**src/rtl/ssp_pkg.sv**
```systemverilog
package ssp_pkg;

  typedef enum logic {
    ST_IDLE = 1'b0,
    ST_RUN  = 1'b1
  } ssp_state_e;

endpackage

```
**src/rtl/ssp_rst_sync.sv**
```systemverilog
module ssp_rst_sync #(
  parameter int STAGES = 2
) (
  input  logic clk_i,
  input  logic arst_ni,
  output logic rst_no
);

  logic [STAGES-1:0] chain_q;

  always_ff @(posedge clk_i or negedge arst_ni) begin
    if (!arst_ni) begin
      chain_q <= '0;
    end else begin
      chain_q <= {chain_q[STAGES-2:0], 1'b1};
    end
  end

  assign rst_no = chain_q[STAGES-1];

endmodule

```
**src/rtl/ssp_bit_timer.sv**
```systemverilog
module ssp_bit_timer #(
  parameter int DATA_W     = 8,
  parameter int BIT_CLKS   = 12,
  parameter int SETUP_CLKS = 10
) (
  input  logic clk_i,
  input  logic rst_ni,
  input  logic accept_i,
  input  logic busy_i,
  output logic sample_o,
  output logic bit_end_o,
  output logic last_o,
  output logic sclk_o
);

  localparam int PH_W = $clog2(BIT_CLKS);
  localparam int BC_W = (DATA_W > 1) ? $clog2(DATA_W) : 1;
  localparam logic [PH_W-1:0] PH_LAST     = PH_W'(BIT_CLKS - 1);
  localparam logic [PH_W-1:0] PH_PRE_RISE = PH_W'(SETUP_CLKS - 1);
  localparam logic [PH_W-1:0] PH_RISE     = PH_W'(SETUP_CLKS);
  localparam logic [BC_W-1:0] BC_LAST     = BC_W'(DATA_W - 1);

  logic [PH_W-1:0] phase_q, phase_d;
  logic [BC_W-1:0] bit_q, bit_d;
  logic            sclk_q, sclk_d;

  assign sample_o  = busy_i & (phase_q == PH_PRE_RISE);
  assign bit_end_o = busy_i & (phase_q == PH_LAST);
  assign last_o    = bit_end_o & (bit_q == BC_LAST);

  always_comb begin
    phase_d = phase_q;
    bit_d   = bit_q;
    sclk_d  = sclk_q;
    if (accept_i) begin
      phase_d = '0;
      bit_d   = '0;
      sclk_d  = 1'b0;
    end else if (busy_i) begin
      if (phase_q == PH_LAST) begin
        phase_d = '0;
        if (bit_q == BC_LAST) begin
          sclk_d = 1'b1;
        end else begin
          bit_d  = bit_q + 1'b1;
          sclk_d = 1'b0;
        end
      end else begin
        phase_d = phase_q + 1'b1;
        if (phase_q == PH_PRE_RISE) begin
          sclk_d = 1'b1;
        end
      end
    end
  end

  always_ff @(posedge clk_i or negedge rst_ni) begin
    if (!rst_ni) begin
      phase_q <= '0;
      bit_q   <= '0;
      sclk_q  <= 1'b1;
    end else begin
      phase_q <= phase_d;
      bit_q   <= bit_d;
      sclk_q  <= sclk_d;
    end
  end

  assign sclk_o = sclk_q;


  phase_range_chk: assert property (@(posedge clk_i) disable iff (!rst_ni)
    phase_q <= PH_LAST);


  sclk_shape_chk: assert property (@(posedge clk_i) disable iff (!rst_ni)
    busy_i |-> (sclk_q == (phase_q >= PH_RISE)));


  bit_range_chk: assert property (@(posedge clk_i) disable iff (!rst_ni)
    bit_q <= BC_LAST);

endmodule

```
**src/rtl/ssp_ctrl.sv**
```systemverilog
module ssp_ctrl
  import ssp_pkg::*;
(
  input  logic clk_i,
  input  logic rst_ni,
  input  logic start_i,
  input  logic dir_tx_i,
  input  logic last_i,
  output logic accept_o,
  output logic busy_o,
  output logic dir_tx_o,
  output logic done_o
);

  ssp_state_e state_q, state_d;
  logic       dir_q, dir_d;
  logic       done_q;

  assign accept_o = start_i & (state_q == ST_IDLE);

  always_comb begin
    state_d = state_q;
    dir_d   = dir_q;
    unique case (state_q)
      ST_IDLE: begin
        if (start_i) begin
          state_d = ST_RUN;
          dir_d   = dir_tx_i;
        end
      end
      ST_RUN: begin
        if (last_i) begin
          state_d = ST_IDLE;
        end
      end
      default: state_d = ST_IDLE;
    endcase
  end

  always_ff @(posedge clk_i or negedge rst_ni) begin
    if (!rst_ni) begin
      state_q <= ST_IDLE;
      dir_q   <= 1'b0;
      done_q  <= 1'b0;
    end else begin
      state_q <= state_d;
      dir_q   <= dir_d;
      done_q  <= last_i;
    end
  end

  assign busy_o   = (state_q == ST_RUN);
  assign dir_tx_o = dir_q;
  assign done_o   = done_q;


  dir_hold_chk: assert property (@(posedge clk_i) disable iff (!rst_ni)
    (busy_o && start_i) |=> $stable(dir_q));


  done_pulse_chk: assert property (@(posedge clk_i) disable iff (!rst_ni)
    done_q |=> !done_q);


  done_idle_chk: assert property (@(posedge clk_i) disable iff (!rst_ni)
    done_q |-> !busy_o);

endmodule

```
**src/rtl/ssp_shifter.sv**
```systemverilog
module ssp_shifter #(
  parameter int DATA_W = 8
) (
  input  logic              clk_i,
  input  logic              rst_ni,
  input  logic              accept_i,
  input  logic [DATA_W-1:0] tx_byte_i,
  input  logic              busy_i,
  input  logic              dir_tx_i,
  input  logic              sample_i,
  input  logic              bit_end_i,
  input  logic              last_i,
  input  logic              sdi_i,
  output logic              sdo_o,
  output logic [DATA_W-1:0] rx_byte_o
);

  logic [DATA_W-1:0] sh_q, sh_d;
  logic [DATA_W-1:0] rx_q, rx_d;
  logic              rx_en;

  assign rx_en = last_i & ~dir_tx_i;

  always_comb begin
    sh_d = sh_q;
    if (accept_i) begin
      sh_d = tx_byte_i;
    end else if (busy_i && dir_tx_i && bit_end_i && !last_i) begin
      sh_d = {1'b1, sh_q[DATA_W-1:1]};
    end else if (busy_i && !dir_tx_i && sample_i) begin
      sh_d = {sdi_i, sh_q[DATA_W-1:1]};
    end
  end

  always_comb begin
    rx_d = rx_q;
    if (rx_en) begin
      rx_d = sh_q;
    end
  end

  always_ff @(posedge clk_i or negedge rst_ni) begin
    if (!rst_ni) begin
      sh_q <= '0;
      rx_q <= '0;
    end else begin
      sh_q <= sh_d;
      rx_q <= rx_d;
    end
  end

  assign sdo_o     = (busy_i & dir_tx_i) ? sh_q[0] : 1'b1;
  assign rx_byte_o = rx_q;


  rx_hold_chk: assert property (@(posedge clk_i) disable iff (!rst_ni)
    (busy_i && dir_tx_i) |=> $stable(rx_q));

endmodule

```
**src/rtl/sync_shift_port.sv**
```systemverilog
module sync_shift_port #(
  parameter int DATA_W     = 8,
  parameter int BIT_CLKS   = 12,
  parameter int SETUP_CLKS = 10
) (
  input  logic              clk_i,
  input  logic              arst_ni,
  input  logic              start_i,
  input  logic              dir_tx_i,
  input  logic [DATA_W-1:0] tx_byte_i,
  input  logic              sdi_i,
  output logic              sclk_o,
  output logic              sdo_o,
  output logic              sdo_oe_o,
  output logic [DATA_W-1:0] rx_byte_o,
  output logic              done_o
);

  logic rst_n;
  logic accept, busy, dir_tx;
  logic sample, bit_end, last;

  ssp_rst_sync #(.STAGES(2)) u_rst (
    .clk_i  (clk_i),
    .arst_ni(arst_ni),
    .rst_no (rst_n)
  );

  ssp_ctrl u_ctrl (
    .clk_i   (clk_i),
    .rst_ni  (rst_n),
    .start_i (start_i),
    .dir_tx_i(dir_tx_i),
    .last_i  (last),
    .accept_o(accept),
    .busy_o  (busy),
    .dir_tx_o(dir_tx),
    .done_o  (done_o)
  );

  ssp_bit_timer #(
    .DATA_W    (DATA_W),
    .BIT_CLKS  (BIT_CLKS),
    .SETUP_CLKS(SETUP_CLKS)
  ) u_timer (
    .clk_i    (clk_i),
    .rst_ni   (rst_n),
    .accept_i (accept),
    .busy_i   (busy),
    .sample_o (sample),
    .bit_end_o(bit_end),
    .last_o   (last),
    .sclk_o   (sclk_o)
  );

  ssp_shifter #(.DATA_W(DATA_W)) u_shift (
    .clk_i    (clk_i),
    .rst_ni   (rst_n),
    .accept_i (accept),
    .tx_byte_i(tx_byte_i),
    .busy_i   (busy),
    .dir_tx_i (dir_tx),
    .sample_i (sample),
    .bit_end_i(bit_end),
    .last_i   (last),
    .sdi_i    (sdi_i),
    .sdo_o    (sdo_o),
    .rx_byte_o(rx_byte_o)
  );

  assign sdo_oe_o = busy & dir_tx;


  idle_sclk_chk: assert property (@(posedge clk_i) disable iff (!rst_n)
    !busy |-> sclk_o);


  sdo_idle_chk: assert property (@(posedge clk_i) disable iff (!rst_n)
    !sdo_oe_o |-> sdo_o);


  sdo_change_chk: assert property (@(posedge clk_i) disable iff (!rst_n)
    (busy && $past(busy) && dir_tx && !$stable(sdo_o)) |-> $fell(sclk_o));

endmodule

```
**config.mk**
```make
export PLATFORM = sky130hd
export DESIGN_NAME = sync_shift_port
export DESIGN_NICKNAME = d
export VERILOG_FILES = /design/src/rtl/ssp_pkg.sv /design/src/rtl/ssp_rst_sync.sv /design/src/rtl/ssp_bit_timer.sv /design/src/rtl/ssp_ctrl.sv /design/src/rtl/ssp_shifter.sv /design/src/rtl/sync_shift_port.sv
export SDC_FILE = /design/constraint.sdc
export NUM_CORES = 1
export LEC_CHECK = 0
export BUFFER_PORTS_ARGS = -buffer_cell sky130_fd_sc_hd__buf_2
export CELL_PAD_IN_SITES_DETAIL_PLACEMENT = 0
export CELL_PAD_IN_SITES_GLOBAL_PLACEMENT = 1
export CORE_ASPECT_RATIO = 0.5
export CORE_MARGIN = 3
export CORE_UTILIZATION = 47
export DETAILED_ROUTE_END_ITERATION = 16
export GPL_TIMING_DRIVEN = 0
export PLACE_DENSITY = 0.81
export SYNTH_ARGS = -nofsm -noshare
export SYNTH_HDL_FRONTEND = slang
export SYNTH_HIERARCHICAL = 1
export SYNTH_SLANG_ARGS = --single-unit
```
**constraint.sdc**
```tcl
create_clock -name clk_i -period 1.9 [get_ports clk_i]
set_input_delay 0.38 -clock clk_i [delete_from_list [all_inputs] [get_ports clk_i]]
set_output_delay 0.38 -clock clk_i [all_outputs]
set_load 0.02 [all_outputs]
```
==> key figures, run 1 <==
Status
  • Outcome: finished with violations
  • Failing checks: setup timing

STA
  • Tcrit/Tclk final: 1.05
  • Worst Tran Pin Value: 1.08 ns
  • RSZ-0062 raised after global routing: true
  • Max Freq: between 500 and 600 MHz
  • Min Tclk post-route: 1.99 ns
  • Fin worst setup slack: -0.0869 ns
  • Final Setup Violations: 8
  • Slew headroom: 0.281
  • Final Hold Fails: 0
  • Setup TNS: -0.606 ns
  • Pins Over Slew Limit: 0
  • Setup Skew: 0.00569 ns

Floorplanning
  • Die Wd: 82.3 um
  • Initial Util: 0.510
  • Row Count: 13
  • Die H: approximately 44 um
  • IO Pins: 25
  • Die area: 3640 um^2
  • Core area: 2680 um^2

Pwr
  • Switching share of power: 0.284
  • Power Dens Cells: 1190 nW/um^2
  • Reg power frac: 0.437
  • Combinational Power Share: 0.301
  • Leak: 0.913 nW
  • P_sw: 0.597 mW
  • Peak VDD IR: about 0.86 mV
  • Clk network pwr share: 0.262
  • Internal power: 1.50 mW

Finish
  • Area of the multi-input gates: 657 um^2
  • Area grow syn2layout: 29.4%
  • Diodes inserted: 0
  • Layout cells sized above 1: 0.524
  • Fin nets: approximately 160
  • Final core utilization: 0.660
  • Non-filler instance count after layout: 184
  • FILL cells: 212
  • Sequential Area: 728 um^2

Clock tree
  • Max Buffers Root-to-Sink: 2
  • CTS Buf Count: 5
  • Worst-Skew Late Latency: 0.27 ns
  • Clock sink count: 29
  • CTS tree: yes
  • Root Driver: clkbuf_8
  • Clock transition at the registers of the reported paths: 0.06 ns
  • H-tree levels: 2

Setup path
  • Crit. End Element: flop
  • Critical Path RT: 2.05 ns
  • Worst setup SP type: flop
  • Critical path's slowest cell: dfrtp_1
  • Worst-path fanout max: 5
  • Setup CP Type: reg -> reg
  • Crit-path most repeated cell: and4b_4
  • Slowest stage delay, CP: 0.36 ns
  • Crit path cell chain: ha_2 > and4b_4 > and2_4 > and4b_4 > a311oi_4 > buf_6 > mux2_4
  • Worst path arrival time: 2.14 ns

Hold path
  • HP Class: in -> reg

GRT
  • Met1 usage: 0.197
  • GRT met3 Usage: 0.0732
  • Met2 Use GR: 0.247
  • Vias in the first global route: 880
  • Largest net degree at the start of global routing: 28
  • Gr usage total: 0.155
  • First-pass GRT wire length: 4110 um
  • Antenna violations before repair: 0
  • Grt ovf: 0
  • Layer with the highest usage: met2

Detailed routing
  • Initial DRT Pass Iterations: 4
  • Wire length per cell: around 13 um
  • DR DRC count: 0
  • DRT iter0 DRCs: 36
  • Vias per cell: 4.88
  • Routed Antenna Nets: 0
  • Final WL: 2480 um
  • Vias after detailed routing: 897

Placement
  • Final GP Congestion: between 0.7 and 0.8
  • Port buffer count: 24
  • Dpl cells: between 150 and 200
  • DP Wirelength: between 1500 and 2000 um
  • Setup slack at placement: -0.364 ns

Logic synthesis
  • Yosys reg bits: 29
  • Synthesized area: 1370 um^2
  • Seq/Total Area, Yosys: 0.531
  • Post-synth cell types: 27
  • Syn Nets: 120
  • Post-synthesis cell count: a little over 100
  • Yosys Warn Count: 6
  • Avg Cell Area, Syn: 13.3 um^2

Flow run
  • Max Cap Viol: 0
[flip-flops by register name (all words and copies together) (netlist names)]
signal,count
u_timer/phase_q,4
u_rst/chain_q,2
u_shift/sh_q,8
u_ctrl/done_o,1
u_timer/sclk_o,1
u_ctrl/dir_tx_o,1
u_shift/rx_byte_o,8
u_ctrl/busy_o,1
u_timer/bit_q,3
[metal layers]
layer	routed length (um)	part of all wire	up-vias
met3	139	0.056	0
met4	0	0	0
met5	0	0	-
met1	1140	0.46	435
li1	-	-	447
met2	1200	0.48	15
[power groups by stage]
stage | sequential, mW | clock, mW | combinational [mW]
after global placement | 0.930 | 0 | 0.500
after CTS | 0.920 | 0.568 | 0.627
after global routing | 0.953 | 0.601 | 0.713
after floorplan | 0.915 | 0 | 0.417
after detailed placement | 0.939 | 0 | 0.518
final | 0.919 | 0.550 | 0.632
[layout by cell type, fill, tap and decap left out, types with 2 or more instances in the layout]
master,netlist,layout
ha_1,4,3
buf_4,0,9
and4b_4,2,2
clkbuf_8,0,7
mux2_4,2,9
buf_2,0,24
a21oi_1,2,2
o21ai_0,2,2
clkbuf_1,2,2
nand2b_1,5,5
nor3_1,2,2
and4b_1,2,2
buf_6,0,2
mux2i_1,4,4
nand2_1,4,3
inv_1,3,3
dfrtp_1,28,27
nor2_1,6,6
mux2_2,22,15
[metrics by stage]
stage	total power [mW]	hold WS [ns]	area (um^2)
after floorplan	1.33	0.0844	1380
after global placement	1.43	0.164	1550
after detailed placement	1.46	0.165	1550
after CTS	2.11	0.334	1750
after global routing	2.27	0.335	1770
final	2.10	0.344	1770
[what timing repair did]
action,CTS,global route
hold buffers,1,0
endpoints found under the hold margin,2,0
endpoints found under the setup margin,8,16
resized for setup,8,1
setup buffers,9,2
pin swaps,4,1
[cells in the mapped netlist]
library cell | n | area [um^2]
a21boi_0 | 1 | 7.51
a21oi_1 | 2 | 10.0
a311oi_4 | 1 | 26.3
and2_1 | 2 | 12.5
and2b_4 | 1 | 10.0
and4b_1 | 2 | 20.0
and4b_4 | 2 | 27.5
clkbuf_1 | 2 | 7.51
conb_1 | 1 | 3.75
dfrtp_1 | 28 | 701
dfstp_2 | 1 | 26.3
ha_1 | 4 | 50.1
inv_1 | 3 | 11.3
mux2_2 | 22 | 248
mux2_4 | 2 | 30.0
mux2i_1 | 4 | 40.0
nand2_1 | 4 | 15.0
nand2b_1 | 5 | 31.3
nand3b_1 | 1 | 7.51
nor2_1 | 6 | 22.5
nor2b_1 | 1 | 6.26
nor2b_4 | 1 | 13.8
nor3_1 | 2 | 10.0
o21ai_0 | 2 | 10.0
o21ai_1 | 1 | 5.00
o31ai_1 | 1 | 7.51
xnor2_1 | 1 | 8.76
[critical path: cells and delay by family (launching register included)]
kind,cells,cell delay [ns]
AND/OR/NAND/NOR,3,0.59
flip-flops,1,0.36
multiplexers,1,0.30
AO/OA/AOI/OAI,1,0.26
adder cells (fa/ha/maj),1,0.19
buffers and inverters,1,0.18
[worst paths after layout]
| kind | end | startpoint | cells after the start | slack, ns |
|---|---|---|---|---|
| max reg2reg | u_shift/sh_q[5] | u_timer/phase_q[1] | 7 | -0.09 |
| min in group asynchronous | u_rst/chain_q[1] | arst_ni | 2 | 0.41 |
| max in group asynchronous | u_ctrl/busy_o | u_rst/chain_q[1] | 0 | 0.72 |
| min | u_ctrl/dir_tx_o | dir_tx_i | 2 | 0.34 |
| max | u_shift/sh_q[5] | u_timer/phase_q[1] | 7 | -0.09 |
| min reg2reg | u_rst/chain_q[1] | u_rst/chain_q[0] | 0 | 0.35 |
[area by class of cell]
type	count	share of cell area
repair buffers	36	0.124
inverters	3	0.00636
multi-input cells	69	0.371
clock buffers	7	0.0544
plain buffers	2	0.00424
well taps	37	0.0261
flip-flops and latches	29	0.411
clock inverters	1	0.00282
[logic make-up (layout without fill, tap and decap cells)]
group                      Yosys count  after routing  synth area share
AOI/OAI and AO/OA                    8              8            0.0485
xor gates and xnor gates             1              1           0.00640
adders and majority gates            4              4            0.0366
buffers and inverters                5             49            0.0137
DFF                                 29             29             0.531
muxes                               28             28             0.232
other                                1              1           0.00274
and+or+nand+nor                     27             27             0.129
No activity file was read; power rests on OpenSTA's default activity.
==> run 2: changes to the inputs <==
--- a/config.mk
+++ b/config.mk
@@ -10,10 +10,11 @@
 export CELL_PAD_IN_SITES_GLOBAL_PLACEMENT = 1
 export CORE_ASPECT_RATIO = 0.5
 export CORE_MARGIN = 3
-export CORE_UTILIZATION = 47
+export CORE_UTILIZATION = 25
+export CTS_BUF_LIST = sky130_fd_sc_hd__clkbuf_4 sky130_fd_sc_hd__clkbuf_8
 export DETAILED_ROUTE_END_ITERATION = 16
 export GPL_TIMING_DRIVEN = 0
-export PLACE_DENSITY = 0.81
+export PLACE_DENSITY = 0.47
 export SYNTH_ARGS = -nofsm -noshare
 export SYNTH_HDL_FRONTEND = slang
 export SYNTH_HIERARCHICAL = 1
==> key figures, run 2 (same netlist as run 1, synthesis figures left out) <==
Pwr
  • Combinational Power Share: 0.310 (+0.009)
  • Reg power frac: 0.449 (+0.012)
  • Peak VDD IR: 0.303 mV (-65%)
  • Internal power: 1.46 mW (-2.8%)
  • Switching share of power: 0.298 (+0.0143)
  • Clk network pwr share: 0.241 (-0.021)
  • Leak: 0.912 nW (-0.17%)
  • P_sw: 0.622 mW (+4.2%)
  • Power Dens Cells: 1150 nW/um^2 (-3.0%)

Placement
  • Final GP Congestion: 0.697 (-3.9%)
  • Placed instance area: 1590 um^2 (+2.7%)
  • Dpl cells: 197 (+20%)
  • Port buffer count: 24 (unchanged)
  • DP Wirelength: 1820 um (+15%)

Floorplanning
  • Die H: 58.3 um (+32%)
  • IO Pins: 25 (unchanged)
  • Initial Util: 0.268 (-0.242)
  • Core area: 5110 um^2 (+90%)
  • Die area: 6450 um^2 (+78%)
  • Row Count: 18 (+5)
  • Die Wd: 111 um (+34%)

Finish
  • Non-filler instance count after layout: 217 (+18%)
  • Layout cells sized above 1: 0.524 (unchanged)
  • Diodes inserted: 0 (unchanged)
  • Fin nets: 163 (unchanged)
  • Commonest non-fill, non-tap cell in the layout: dfrtp_1
  • Most frequent cells in the layout: 27 x dfrtp_1, 24 x buf_2, 15 x mux2_2, 9 x mux2_4, 8 x buf_4
  • Area grow syn2layout: 32.4%
  • Final core utilization: 0.354 (-0.306)
  • Cell area after layout: 1810 um^2 (+2.3%)

GRT
  • Grt ovf: 0 (unchanged)
  • Gr usage total: 0.0968 (-0.0585)
  • Vias in the first global route: 1017 (+16%)
  • First-pass GRT wire length: 4860 um (+18%)
  • Antenna violations before repair: 0 (unchanged)
  • Largest net degree at the start of global routing: 28 (unchanged)

Clock tree
  • Root Driver: clkbuf_8
  • Clock sink count: 29 (unchanged)
  • Worst-Skew Late Latency: 0.28 ns (about the same)
  • Max Buffers Root-to-Sink: 2 (unchanged)
  • CTS Buf Count: 5 (unchanged)
  • H-tree levels: 2 (unchanged)
  • CTS tree: yes
  • Clock transition at the registers of the reported paths: 0.07 ns (about the same)

Detailed routing
  • Vias after detailed routing: 921 (+2.7%)
  • Wire length per cell: 12.9 um (-4.6%)
  • Initial DRT Pass Iterations: 3 (-1)
  • Final WL: 2790 um (+12%)
  • DR DRC count: 0 (unchanged)
  • Vias per cell: 4.24 (-13%)
  • DRT iter0 DRCs: 15 (-58%)
  • Routed Antenna Nets: 0 (unchanged)

STA
  • Min Tclk post-route: 1.97 ns (-0.0143 ns)
  • Fin worst setup slack: -0.0726 ns (+0.0143 ns)
  • Final Setup Violations: 7 (-1)
  • Worst Tran Pin Value: 1.15 ns (+0.0702 ns)
  • Max Freq: 507 MHz (+0.72%)
  • Slew headroom: 0.234 (-0.0468)
  • Final Hold Fails: 0 (unchanged)
  • Setup Skew: 0.00473 ns (-0.000961 ns)
  • Setup TNS: -0.473 ns (+0.132 ns)
  • RSZ-0062 raised after global routing: true
  • Pins Over Slew Limit: 0 (unchanged)
  • Tcrit/Tclk final: 1.04 (-0.00750)

Setup path
  • Setup CP Type: reg -> reg
  • Worst-path fanout max: 4 (-1)
  • Critical Path RT: 2.06 ns (about the same)
  • Worst path arrival time: 2.13 ns (about the same)
  • Worst setup SP type: flop
  • Crit. End Element: flop

Status
  • Outcome: finished with violations
  • Failing checks: setup timing

Flow run
  • Max Cap Viol: 0 (unchanged)

Hold path
  • HP Class: in -> reg
run 2: cell count changes in the layout (fill, tap and decap cells not counted), sizes merged:
cell | before | now
clkbuf | 9 | 8
clkinv | 1 | 2
run 2: power by group through the flow:
stage          combinational (mW)  clock [mW]  sequential (mW)
6_report                    0.647       0.502            0.936
3_3_place_gp                0.508           0            0.944
4_1_cts                     0.638       0.527            0.929
5_1_grt                     0.725       0.555            0.966
2_1_floorplan               0.417           0            0.915
3_5_place_dp                0.521           0            0.946
run 2: area by class of cell:
type,count,area (um^2)
Multi-Input combinational cell,69,667
Fill cell,519,3300
Tap cell,70,87.6
Clock buffer,6,76.3
Timing Repair Buffer,36,224
Sequential cell,29,728
Inverter,3,11.3
Buffer,2,7.51
Clock inverter,2,10.0
run 2: worst paths after layout:
kind                       slack, ns  depth (start not counted)               start                to
max in group asynchronous       0.65                          0    u_rst/chain_q[1]     u_ctrl/busy_o
max                            -0.07                          7  u_timer/phase_q[1]   u_shift/sh_q[3]
max reg2reg                    -0.07                          7  u_timer/phase_q[1]   u_shift/sh_q[3]
min in group asynchronous       0.41                          2             arst_ni  u_rst/chain_q[1]
min                             0.34                          2            dir_tx_i   u_ctrl/dir_tx_o
min reg2reg                     0.35                          0    u_rst/chain_q[0]  u_rst/chain_q[1]
run 2: worst max-delay path: stages, from the launching register on:
cell and delay, ns:
dfrtp_1 0.42, ha_4 0.18, and4b_4 0.20, buf_4 0.14, and4b_4 0.21, a311oi_4 0.24, buf_6 0.17, mux2_4 0.29
run 2: routing by layer:
layer  vias to the layer above  share of wire  global-route usage
met1                       454           0.50               0.124
li1                        447              -                   -
met3                         5          0.036              0.0370
met5                         -              0                   0
met4                         0          0.015              0.0368
met2                        15           0.45               0.152
run 2: per-stage QoR:
step	power, mW	hold slack (ns)	setup slack, ns
after floorplan	1.33	0.0844	-0.175
after global placement	1.45	0.166	-0.414
after detailed placement	1.47	0.165	-0.413
after CTS	2.09	0.329	-0.124
after global routing	2.25	0.322	-0.132
final	2.09	0.336	-0.0726
run 2: timing repair:
item	in CTS	in global routing
endpoints found under the setup margin	8	8
hold endpoints to repair	2	0
hold buffers	1	0
buffers inserted	10	1
gates resized for setup	10	1
pin swaps	3	1
==> run 3: changes to the inputs <==
==> constraint.sdc (replaced) <==
create_clock -name clk_i -period 2.27 [get_ports clk_i]
set_input_delay 0.454 -clock clk_i [delete_from_list [all_inputs] [get_ports clk_i]]
set_output_delay 0.454 -clock clk_i [all_outputs]
set_load 0.02 [all_outputs]
==> key figures, run 3 (same netlist as run 1, synthesis figures left out) <==
STA
  • Pins Over Slew Limit: 0 (unchanged)
  • Hold_ws: 0.353 ns (+0.0167 ns)
  • Setup Skew: 0.00222 ns (-0.00251 ns)
  • Final Setup Violations: 0 (-7)
  • Slew headroom: 0.239 (+0.00504)
  • Fin worst setup slack: 0.149 ns (+0.222 ns)
  • Tcrit/Tclk final: 0.934 (-0.104)
  • RSZ-0062 raised after global routing: false
  • Max Freq: 472 MHz (-7.0%)
  • Min Tclk post-route: 2.12 ns (+0.148 ns)
  • Final Hold Fails: 0 (unchanged)
  • Worst Tran Pin Value: 1.14 ns (-0.00756 ns)

Clock tree
  • Max Buffers Root-to-Sink: 2 (unchanged)
  • CTS tree: yes
  • Clock sink count: 29 (unchanged)
  • Worst-Skew Late Latency: 0.28 ns (about the same)
  • Root Driver: clkbuf_8
  • CTS Buf Count: 5 (unchanged)
  • H-tree levels: 2 (unchanged)
  • Clock transition at the registers of the reported paths: 0.06 ns (about the same)

Detailed routing
  • Met1 Wirelength: 1290 um (-7.7%)
  • Routed Antenna Nets: 0 (unchanged)
  • DR WL met3: 92 um (-8.9%)
  • Max Used Layer: met4
  • Vias after detailed routing: 873 (-5.2%)
  • DR DRC count: 0 (unchanged)
  • Vias per cell: 4.18 (-1.6%)
  • Routed length on met2: 1150 um (-7.6%)
  • Wire length per cell: 12.4 um (-3.5%)
  • DRT iter0 DRCs: 8 (-7)
  • Initial DRT Pass Iterations: 3 (unchanged)
  • Final WL: 2590 um (-7.1%)

Finish
  • Fin nets: 155 (-4.9%)
  • FILL cells: 540 (+4.0%)
  • Most frequent cells in the layout: 27 x dfrtp_1, 24 x buf_2, 22 x mux2_2, 7 x clkbuf_8, 6 x nor2_1
  • Layout cells sized above 1: 0.482 (-0.0418)
  • Final core utilization: 0.335 (-0.0191)
  • Area grow syn2layout: 25.2%
  • Cell area after layout: 1710 um^2 (-5.4%)
  • Commonest non-fill, non-tap cell in the layout: dfrtp_1
  • Non-filler instance count after layout: 209 (-3.7%)
  • Diodes inserted: 0 (unchanged)
  • Area of the multi-input gates: 626 um^2 (-6.2%)
  • Sequential Area: 728 um^2 (unchanged)

Pwr
  • Peak VDD IR: 0.218 mV (-28%)
  • Power Dens Cells: 984 nW/um^2 (-15%)
  • Leak: 0.841 nW (-7.7%)

Hold path
  • Hold depth: 0 (-2)
  • Hold Path Origin: u_rst/chain_q[0]
  • Hold Path Sink: u_rst/chain_q[1]
  • HP Class: reg -> reg

Placement
  • Dpl cells: 197 (unchanged)
  • Port buffer count: 24 (unchanged)
  • DP Wirelength: 1800 um (-1.1%)
  • Placed instance area: 1580 um^2 (-0.63%)
  • Final GP Congestion: 0.689 (-1.1%)
  • Setup slack at placement: -0.274 ns (+0.139 ns)

Setup path
  • Reg2reg setup slack: 0.15 ns (+0.22 ns)
  • Critical Path RT: 2.44 ns (+0.38 ns)
  • Critical path's slowest cell: dfrtp_1
  • Setup CP Type: reg -> reg
  • Worst-path fanout max: 5 (+1)
  • End of the worst register-to-register path: u_shift/sh_q[5]
  • Worst path arrival time: 2.29 ns (+0.16 ns)
  • Crit path cell chain: ha_1 > and4b_4 > and2_4 > and4b_4 > a311oi_4 > buf_4 > mux2_2
  • Crit. End Element: flop
  • Reg-to-reg startpoint: u_timer/phase_q[0]
  • Slowest stage delay, CP: 0.41 ns (about the same)
  • R2r worst-path depth: 7 (unchanged)
  • Crit. Startpoint: u_timer/phase_q[0]
  • Crit-path most repeated cell: and4b_4
  • Worst setup SP type: flop

Floorplanning
  • Die Wd: 111 um (unchanged)
  • IO Pins: 25 (unchanged)
  • Row Count: 18 (unchanged)
  • Die area: 6450 um^2 (unchanged)
  • Initial Util: 0.268 (unchanged)
  • Die H: 58.3 um (unchanged)
  • Core area: 5110 um^2 (unchanged)

GRT
  • First-pass GRT wire length: 4540 um (-6.7%)
  • Gr usage total: 0.0927 (-0.00411)
  • Antenna violations before repair: 0 (unchanged)
  • Largest net degree at the start of global routing: 28 (unchanged)
  • Vias in the first global route: 894 (-12%)
  • Grt ovf: 0 (unchanged)

Status
  • Outcome: completed

Flow run
  • Max Cap Viol: 0 (unchanged)
run 3: cell count changes in the layout (fill, tap and decap cells not counted), sizes merged:
cell / before / now
buf: 35 / 27
clkbuf: 8 / 9
clkinv: 2 / 1
run 3: worst max path at each step:
stage	endpoint	slack (ns)	cells past startpoint
floorplan	u_shift/sh_q[0]	0.07	5
global placement	u_shift/sh_q[3]	-0.25	5
detailed placement	u_shift/sh_q[5]	-0.27	5
CTS	u_shift/sh_q[3]	0.08	7
global route	u_shift/sh_q[2]	0.07	7
finish	u_shift/sh_q[5]	0.15	7
run 3: critical path: cells and delay by family, from the launching register on:
| kind | cells | cell delay, ns |
|---|---|---|
| buffers and inverters | 1 | 0.19 |
| and+or+nand+nor | 3 | 0.65 |
| muxes | 1 | 0.33 |
| DFF | 1 | 0.41 |
| AOI/OAI and AO/OA | 1 | 0.21 |
| adders and majority gates | 1 | 0.22 |
run 3: layout make-up:
| class | count | share of cell area |
|---|---|---|
| clock inverters | 1 | 0.00292 |
| flip-flops and latches | 29 | 0.425 |
| plain buffers | 2 | 0.00438 |
| multi-input cells | 69 | 0.365 |
| repair buffers | 28 | 0.0891 |
| inverters | 3 | 0.00657 |
| well taps | 70 | 0.0511 |
| clock buffers | 7 | 0.0562 |
run 3: metal layers:
layer / vias up / GRT usage
li1: 429 / -
met1: 425 / 0.116
met2: 14 / 0.140
met3: 5 / 0.0359
met4: 0 / 0.0526
met5: - / 0
run 3: per-stage QoR:
| stage | power (mW) | TNS (ns) |
|---|---|---|
| after floorplan | 1.11 | 0 |
| after global routing | 1.83 | 0 |
| after CTS | 1.71 | 0 |
| after global placement | 1.21 | -1.82 |
| final | 1.69 | 0 |
| after detailed placement | 1.22 | -1.96 |
run 3: report_power, final:
group          internal, mW  switching, mW  total [mW]
logic                 0.267          0.175       0.442
clock network         0.274          0.196       0.470
registers             0.660          0.114       0.775
run 3: timing repair:
action | 4_1_cts | 5_1_grt
gates resized for setup | 1 | 1
hold buffers | 1 | 0
pin swaps | 1 | 0
endpoints found under the setup margin | 8 | 7
setup buffers | 2 | 1
endpoints found under the hold margin | 2 | 0
